`config.mk`:
```
export PLATFORM = sky130hd
export DESIGN_NAME = vp_scan_origin
export DESIGN_NICKNAME = d
export VERILOG_FILES = /design/src/rtl/vp_pkg.sv /design/src/rtl/vp_host_regs.sv /design/src/rtl/vp_line_gen.sv /design/src/rtl/vp_scan_origin.sv
export SDC_FILE = /design/constraint.sdc
export NUM_CORES = 1
export LEC_CHECK = 0
export BUFFER_PORTS_ARGS = -buffer_cell sky130_fd_sc_hd__buf_2
export CAP_MARGIN = 25
export CORE_MARGIN = 4
export CORE_UTILIZATION = 45
export DETAILED_ROUTE_END_ITERATION = 6
export PLACE_DENSITY = 0.72
export REMOVE_ABC_BUFFERS = 1
export SETUP_SLACK_MARGIN = 0.1
export SYNTH_ARGS = -nofsm -noshare
export SYNTH_HDL_FRONTEND = slang
export SYNTH_SLANG_ARGS = --single-unit
```
`constraint.sdc`:
```
create_clock -name clk -period 3.76 [get_ports clk]
set_clock_uncertainty 0.05 [all_clocks]
set_input_delay 0.188 -clock clk [delete_from_list [all_inputs] [get_ports clk]]
set_output_delay 0.188 -clock clk [all_outputs]
set_load 0.02 [all_outputs]
```
`src/rtl/vp_pkg.sv`:
```
package vp_pkg;
  localparam int HOST_DW = 8;
  // register layout derived from field byte counts
  function automatic int ofs_org(input int i);
    return i;
  endfunction
  function automatic int ofs_pan(input int org_bytes);
    return org_bytes;
  endfunction
  function automatic int ofs_stride(input int org_bytes, input int i);
    return org_bytes + 1 + i;
  endfunction
  function automatic int ofs_status(input int org_bytes, input int stride_bytes);
    return org_bytes + 1 + stride_bytes;
  endfunction
endpackage

```
`src/rtl/vp_host_regs.sv`:
```
module vp_host_regs
  import vp_pkg::*;
#(
  parameter int ORG_BYTES    = 3,
  parameter int STRIDE_BYTES = 2,
  parameter int PAN_W        = 2,
  parameter int RA_W         = 3
) (
  input  logic                       clk,
  input  logic                       rst_n,
  input  logic [RA_W-1:0]            ra,
  input  logic [HOST_DW-1:0]         wd,
  input  logic                       we,
  input  logic                       vnd,
  output logic [HOST_DW-1:0]         rd,
  output logic [8*ORG_BYTES-1:0]     org_sh,
  output logic [8*STRIDE_BYTES-1:0]  stride_sh,
  output logic [PAN_W-1:0]           pan_sh
);
  localparam logic [RA_W-1:0] A_PAN    = RA_W'(ofs_pan(ORG_BYTES));
  localparam logic [RA_W-1:0] A_STATUS = RA_W'(ofs_status(ORG_BYTES, STRIDE_BYTES));

  for (genvar i = 0; i < ORG_BYTES; i++) begin : g_org
    localparam logic [RA_W-1:0] A_ME = RA_W'(ofs_org(i));
    always_ff @(posedge clk) begin
      if (!rst_n)                 org_sh[8*i +: 8] <= '0;
      else if (we && ra == A_ME)  org_sh[8*i +: 8] <= wd;
    end
  end

  for (genvar i = 0; i < STRIDE_BYTES; i++) begin : g_stride
    localparam logic [RA_W-1:0] A_ME = RA_W'(ofs_stride(ORG_BYTES, i));
    always_ff @(posedge clk) begin
      if (!rst_n)                 stride_sh[8*i +: 8] <= '0;
      else if (we && ra == A_ME)  stride_sh[8*i +: 8] <= wd;
    end
  end

  always_ff @(posedge clk) begin
    if (!rst_n)                 pan_sh <= '0;
    else if (we && ra == A_PAN) pan_sh <= wd[PAN_W-1:0];
  end

  always_comb begin
    rd = '0;
    for (int i = 0; i < ORG_BYTES; i++)
      if (ra == RA_W'(ofs_org(i))) rd = org_sh[8*i +: 8];
    for (int i = 0; i < STRIDE_BYTES; i++)
      if (ra == RA_W'(ofs_stride(ORG_BYTES, i))) rd = stride_sh[8*i +: 8];
    if (ra == A_PAN)    rd = {{(HOST_DW-PAN_W){1'b0}}, pan_sh};
    if (ra == A_STATUS) rd = {vnd, {(HOST_DW-1){1'b0}}};
  end

  // a pan write is visible in the shadow one cycle later
  p_pan_write_r6: assert property (@(posedge clk) disable iff (!rst_n)
    (we && ra == A_PAN) |=> pan_sh == $past(wd[PAN_W-1:0]));

  // status offset shows only the non-display flag
  p_status_read_r8: assert property (@(posedge clk) disable iff (!rst_n)
    (ra == A_STATUS) |-> (rd[HOST_DW-2:0] == '0 && rd[HOST_DW-1] == vnd));
endmodule

```
`src/rtl/vp_line_gen.sv`:
```
module vp_line_gen #(
  parameter int ORG_W    = 24,
  parameter int STRIDE_W = 16,
  parameter int PAN_W    = 2
) (
  input  logic                clk,
  input  logic                rst_n,
  input  logic                frame_start_i,
  input  logic                line_start_i,
  input  logic [ORG_W-1:0]    org_sh_i,
  input  logic [STRIDE_W-1:0] stride_sh_i,
  input  logic [PAN_W-1:0]    pan_sh_i,
  output logic [ORG_W-1:0]    fetch_addr_o,
  output logic [PAN_W-1:0]    pix_shift_o,
  output logic                line_valid_o
);
  logic [ORG_W-1:0]    line_ptr;
  logic [STRIDE_W-1:0] stride_act;
  logic [ORG_W-1:0]    base;
  logic [ORG_W-1:0]    step;

  always_comb begin
    base = frame_start_i ? org_sh_i : line_ptr;
    step = frame_start_i ? ORG_W'(stride_sh_i) : ORG_W'(stride_act);
  end

  always_ff @(posedge clk) begin
    if (!rst_n) begin
      line_ptr     <= '0;
      stride_act   <= '0;
      fetch_addr_o <= '0;
      pix_shift_o  <= '0;
      line_valid_o <= 1'b0;
    end else begin
      line_valid_o <= line_start_i;
      if (frame_start_i) stride_act <= stride_sh_i;
      if (line_start_i) begin
        line_ptr     <= base + step;
        fetch_addr_o <= base;
        pix_shift_o  <= pan_sh_i;
      end else if (frame_start_i) begin
        line_ptr <= base;
      end
    end
  end

  // a lone frame strobe parks the pointer at the shadow offset
  p_frame_capture_r4: assert property (@(posedge clk) disable iff (!rst_n)
    (frame_start_i && !line_start_i) |=> line_ptr == $past(org_sh_i));

  // coincident strobes fetch from the offset being captured
  p_frame_line_r9: assert property (@(posedge clk) disable iff (!rst_n)
    (frame_start_i && line_start_i) |=> fetch_addr_o == $past(org_sh_i));

  // mid-frame lines fetch from the running pointer
  p_line_from_ptr_r5: assert property (@(posedge clk) disable iff (!rst_n)
    (line_start_i && !frame_start_i) |=> fetch_addr_o == $past(line_ptr));

  // outputs hold when no line strobe occurred
  p_hold_r7: assert property (@(posedge clk) disable iff (!rst_n)
    !line_start_i |=> ($stable(fetch_addr_o) && $stable(pix_shift_o) && !line_valid_o));

  // the shift shown on a line is the shadow at its strobe
  p_pan_line_r6: assert property (@(posedge clk) disable iff (!rst_n)
    line_start_i |=> (line_valid_o && pix_shift_o == $past(pan_sh_i)));
endmodule

```
`src/rtl/vp_scan_origin.sv`:
```
module vp_scan_origin #(
  parameter int ORG_BYTES    = 3,
  parameter int STRIDE_BYTES = 2,
  parameter int PAN_W        = 2,
  parameter int RA_W         = 3
) (
  input  logic                     clk,
  input  logic                     rst_n,
  input  logic [RA_W-1:0]          host_addr,
  input  logic [7:0]               host_wdata,
  input  logic                     host_we,
  output logic [7:0]               host_rdata,
  input  logic                     vnd_in,
  input  logic                     frame_start,
  input  logic                     line_start,
  output logic [8*ORG_BYTES-1:0]   fetch_addr,
  output logic [PAN_W-1:0]         pix_shift,
  output logic                     line_valid
);
  localparam int ORG_W    = 8 * ORG_BYTES;
  localparam int STRIDE_W = 8 * STRIDE_BYTES;

  logic [ORG_W-1:0]    org_sh;
  logic [STRIDE_W-1:0] stride_sh;
  logic [PAN_W-1:0]    pan_sh;

  vp_host_regs #(
    .ORG_BYTES(ORG_BYTES), .STRIDE_BYTES(STRIDE_BYTES),
    .PAN_W(PAN_W), .RA_W(RA_W)
  ) u_regs (
    .clk(clk), .rst_n(rst_n), .ra(host_addr), .wd(host_wdata),
    .we(host_we), .vnd(vnd_in), .rd(host_rdata),
    .org_sh(org_sh), .stride_sh(stride_sh), .pan_sh(pan_sh)
  );

  vp_line_gen #(
    .ORG_W(ORG_W), .STRIDE_W(STRIDE_W), .PAN_W(PAN_W)
  ) u_lines (
    .clk(clk), .rst_n(rst_n),
    .frame_start_i(frame_start), .line_start_i(line_start),
    .org_sh_i(org_sh), .stride_sh_i(stride_sh), .pan_sh_i(pan_sh),
    .fetch_addr_o(fetch_addr), .pix_shift_o(pix_shift),
    .line_valid_o(line_valid)
  );
endmodule

```
==> impl_metrics.csv <==
group,metric,value,unit
sta,tns,0,ps
placed_design,dp_hpwl,10610,um
sta,tightest_slew,948.6,ps
synthesis,synth_area,5617,um2
worst_setup_path,timing_worst_setup_path_type,"in2reg",
sta,rsz0062_at_grt,"false",
routing,dr.pass1.iters,7,
synthesis,synth_top_family_by_area,"simple AND/OR/NAND/NOR gates",
global_route,grt_max_degree,79,
pwr,ir_drop,0.2153,mV
routing,vias,4904,
final_layout,area_growth,10.98,%
routing,ant_nets,0,
worst_setup_path,max_stage_delay,580,ps
final_layout,nNetsFinal,739,
sta,fmax,334.2,MHz
global_route,grt_pass1_vias,4559,
synthesis,yosys.area_share.xor_xnor,2.183,%
cts,htreeDepth,3,
cts,post_cts_resized,0,
synthesis,syn_inst,680,
synthesis,synth_edf_count,0,
floorplan,die_w,119.7,um
worst_setup_path,path_buf_inv,3,
worst_setup_path,worstPathArrival,3160,ps
cts,clk_latency,360,ps
placed_design,gp_congestion,0.8986,
routing,wire_per_inst,16.64,um
routing,route.detailed.drc,0,
worst_setup_path,crit_path_frequent_cell,"inv_1",
cts,cts_max_path_buffers,2,
sta,post-route-period-util,79.58,%
cts,cts_setup_buffers,0,
synthesis,ys.flop_type,"dfxtp_1",
synthesis,async_flop_share,0,%
synthesis,synth-seq-area-share,38.85,%
synthesis,ys_warn_count,0,
sta,report.final.hold_viol_count,0,
floorplan,start_util,46.37,%
worst_setup_path,slowest_stage,"buf_2",
sta,finalSetupViolCount,0,
routing,via_per_inst,5.592,
cts,cts_tree,"done",
worst_hold_path,hold_class,"in2reg",
synthesis,synth_compound_area_share,18.82,%
global_route,track_usage,20.46,%
synthesis,synth.distinct_cells,53,
worst_setup_path,startpoint_type,"input port",
worst_setup_path,cp-end-kind,"flop",
cts,clock-sinks,109,
worst_setup_path,worstPathRequired,3930,ps
worst_setup_path,critPathMaxFanout,31,
flow_run,cap_violations,0,
cts,cts_root_buf,"clkbuf_16",
worst_setup_path,cp_top_family,"compound AO/OA/AOI/OAI gates",
global_route,grt_pass1_wl,23430,um
floorplan,ios,52,
cts,path_clk_slew,80,ps
sta,drv_slew,0,
routing,wirelength,14590,um
final_layout,antenna-diode-count,0,
sta,post-route-min-period,2992,ps
cts,cts_hold_buf,0,
floorplan,dieArea,14330,um2
final_layout,drive_gt1_share,14.39,%
pwr,powerDensity,387.2,nW/um2
placed_design,portBuffers,51,
floorplan,rows,40,
worst_setup_path,crit_chain,"buf_2 > mux2i_1 > inv_1 > ha_1 > inv_1 > fa_1 > nand2b_1 > a21oi_1 > o2111ai_1 > a31oi_1 > nand3b_1 > xnor2_1 > nor2_1",
synthesis,synthSimpleGateAreaFrac,20.58,%
sta,relSlewSlack,36.27,%
sta,whs,85.33,ps
floorplan,die_height,119.7,um
pwr,cellLeakagePower,2.648,nW
global_route,gr-total-overflow,0,
routing,first_iter_violations,368,
global_route,antenna_found_initial,0,
floorplan,core_area,12110,um2
synthesis,synthAdderAreaFrac,3.921,%
synthesis,muxShareOfSynthArea,11.38,%
cts,cts_inserted_buffers,9,
synthesis,syn_area_per_cell,8.260,um2
synthesis,ys_seq_elements,109,
outcome,status,"completed",
==> cell type report <==
cell class / instances / area [um2]
Clock buffer: 9 / 225.2
Multi-Input combinational cell: 513 / 3196
Timing Repair Buffer: 55 / 285.3
Tap cell: 168 / 210.2
Inverter: 17 / 63.81
Fill cell: 1154 / 5878
Clock inverter: 6 / 71.32
Sequential cell: 109 / 2182
==> worst min-delay path: stages <==
cell     delay, ps
buf_2          140
nand2_1         70
a21oi_1         50
==> power breakdown <==
group	switching, mW	internal, mW	total (mW)	leakage, nW
logic	0.162	0.0834	0.246	1.62
clock network	0.444	0.520	0.964	0.139
registers	0.0197	1.18	1.20	0.885
total	0.626	1.79	2.41	2.65
==> sequential cells by signal, indices dropped and copies added (netlist names) <==
register and flops:
u_regs.pan_sh 2, u_lines.fetch_addr_o 24, u_lines.line_ptr 24, u_lines.stride_act 16, u_lines.line_valid_o 1, u_regs.stride_sh 16, u_lines.pix_shift_o 2, u_regs.org_sh 24
==> metrics by stage <==
step,instances,setup WS [ps],area [um2],util (%),total power [mW]
after CTS,877,726.1,6233,51.47,2.432
after detailed placement,862,392.9,5937,49.02,1.476
final,877,767.8,6233,51.47,2.413
after global placement,862,486.8,5937,49.02,1.471
after floorplan,639,1343,5441,-,1.363
after global routing,877,511.8,6233,51.47,2.501
==> cell families after synthesis <==
| logic type | after synthesis |
|---|---|
| AND/OR/NAND/NOR | 254 |
| AO/OA/AOI/OAI | 167 |
| flip-flops | 109 |
| multiplexers | 61 |
| buffers and inverters | 58 |
| adder cells (fa/ha/maj) | 17 |
| XOR/XNOR | 14 |
==> per-layer routing <==
layer | wire length [um] | part of all wire [%] | vias to the layer above | global-route usage, %
li1 | - | - | 2432 | -
met1 | 6612 | 45 | 2287 | 28.26
met2 | 6817 | 47 | 167 | 32.70
met3 | 903 | 6.2 | 18 | 2.828
met4 | 259 | 1.8 | 0 | 7.445
met5 | 0 | 0 | - | 0
==> placed cells by master (no fill, tap or decap), drive strengths merged, types with 6 or more instances in the layout <==
cell	count
a211oi	25
a21o	8
a21oi	79
a31oi	9
and2	18
buf	55
clkbuf	9
dfxtp	109
ha	16
inv	20
mux2	23
mux2i	38
nand2	110
nand2b	14
nand3	14
nand4	9
nor2	65
nor2b	7
nor3	6
o21a	9
o21ai	16
xor2	9
==> synthesized netlist by cell type (2+ instances only) <==
cell type,n,area [um2]
a211oi_1,25,187.7
a21o_1,8,60.06
a21oi_1,78,390.4
a221oi_1,2,17.52
a221oi_2,2,30.03
a31oi_1,9,56.30
a32o_1,2,20.02
and2_1,18,112.6
and3_1,3,18.77
buf_1,3,11.26
buf_2,7,35.03
buf_4,3,22.52
clkbuf_1,27,101.4
dfxtp_1,109,2182
ha_1,16,200.2
inv_1,16,60.06
mux2_2,23,259.0
mux2i_1,38,380.4
nand2_1,110,412.9
nand2b_1,14,87.58
nand3_1,14,70.07
nand3b_1,5,37.54
nand4_1,8,50.05
nor2_1,65,244.0
nor2b_1,7,43.79
nor3_1,5,25.02
o21a_1,9,67.56
o21ai_0,15,75.07
o221ai_1,3,26.28
xnor2_1,5,43.79
xor2_1,9,78.83
==> path summary, 6_finish.rpt <==
path	startpoint	endpoint	slack (ps)	cells after the start
worst min register to register	u_lines.fetch_addr_o[17]	u_lines.fetch_addr_o[17]	430	2
worst max register to register	u_regs.org_sh[0]	u_lines.line_ptr[20]	940	12
worst max-delay path	frame_start	u_lines.line_ptr[20]	770	13
worst min-delay path	host_wdata[2]	u_regs.org_sh[2]	90	3
No activity file was read; power rests on OpenSTA's default activity.
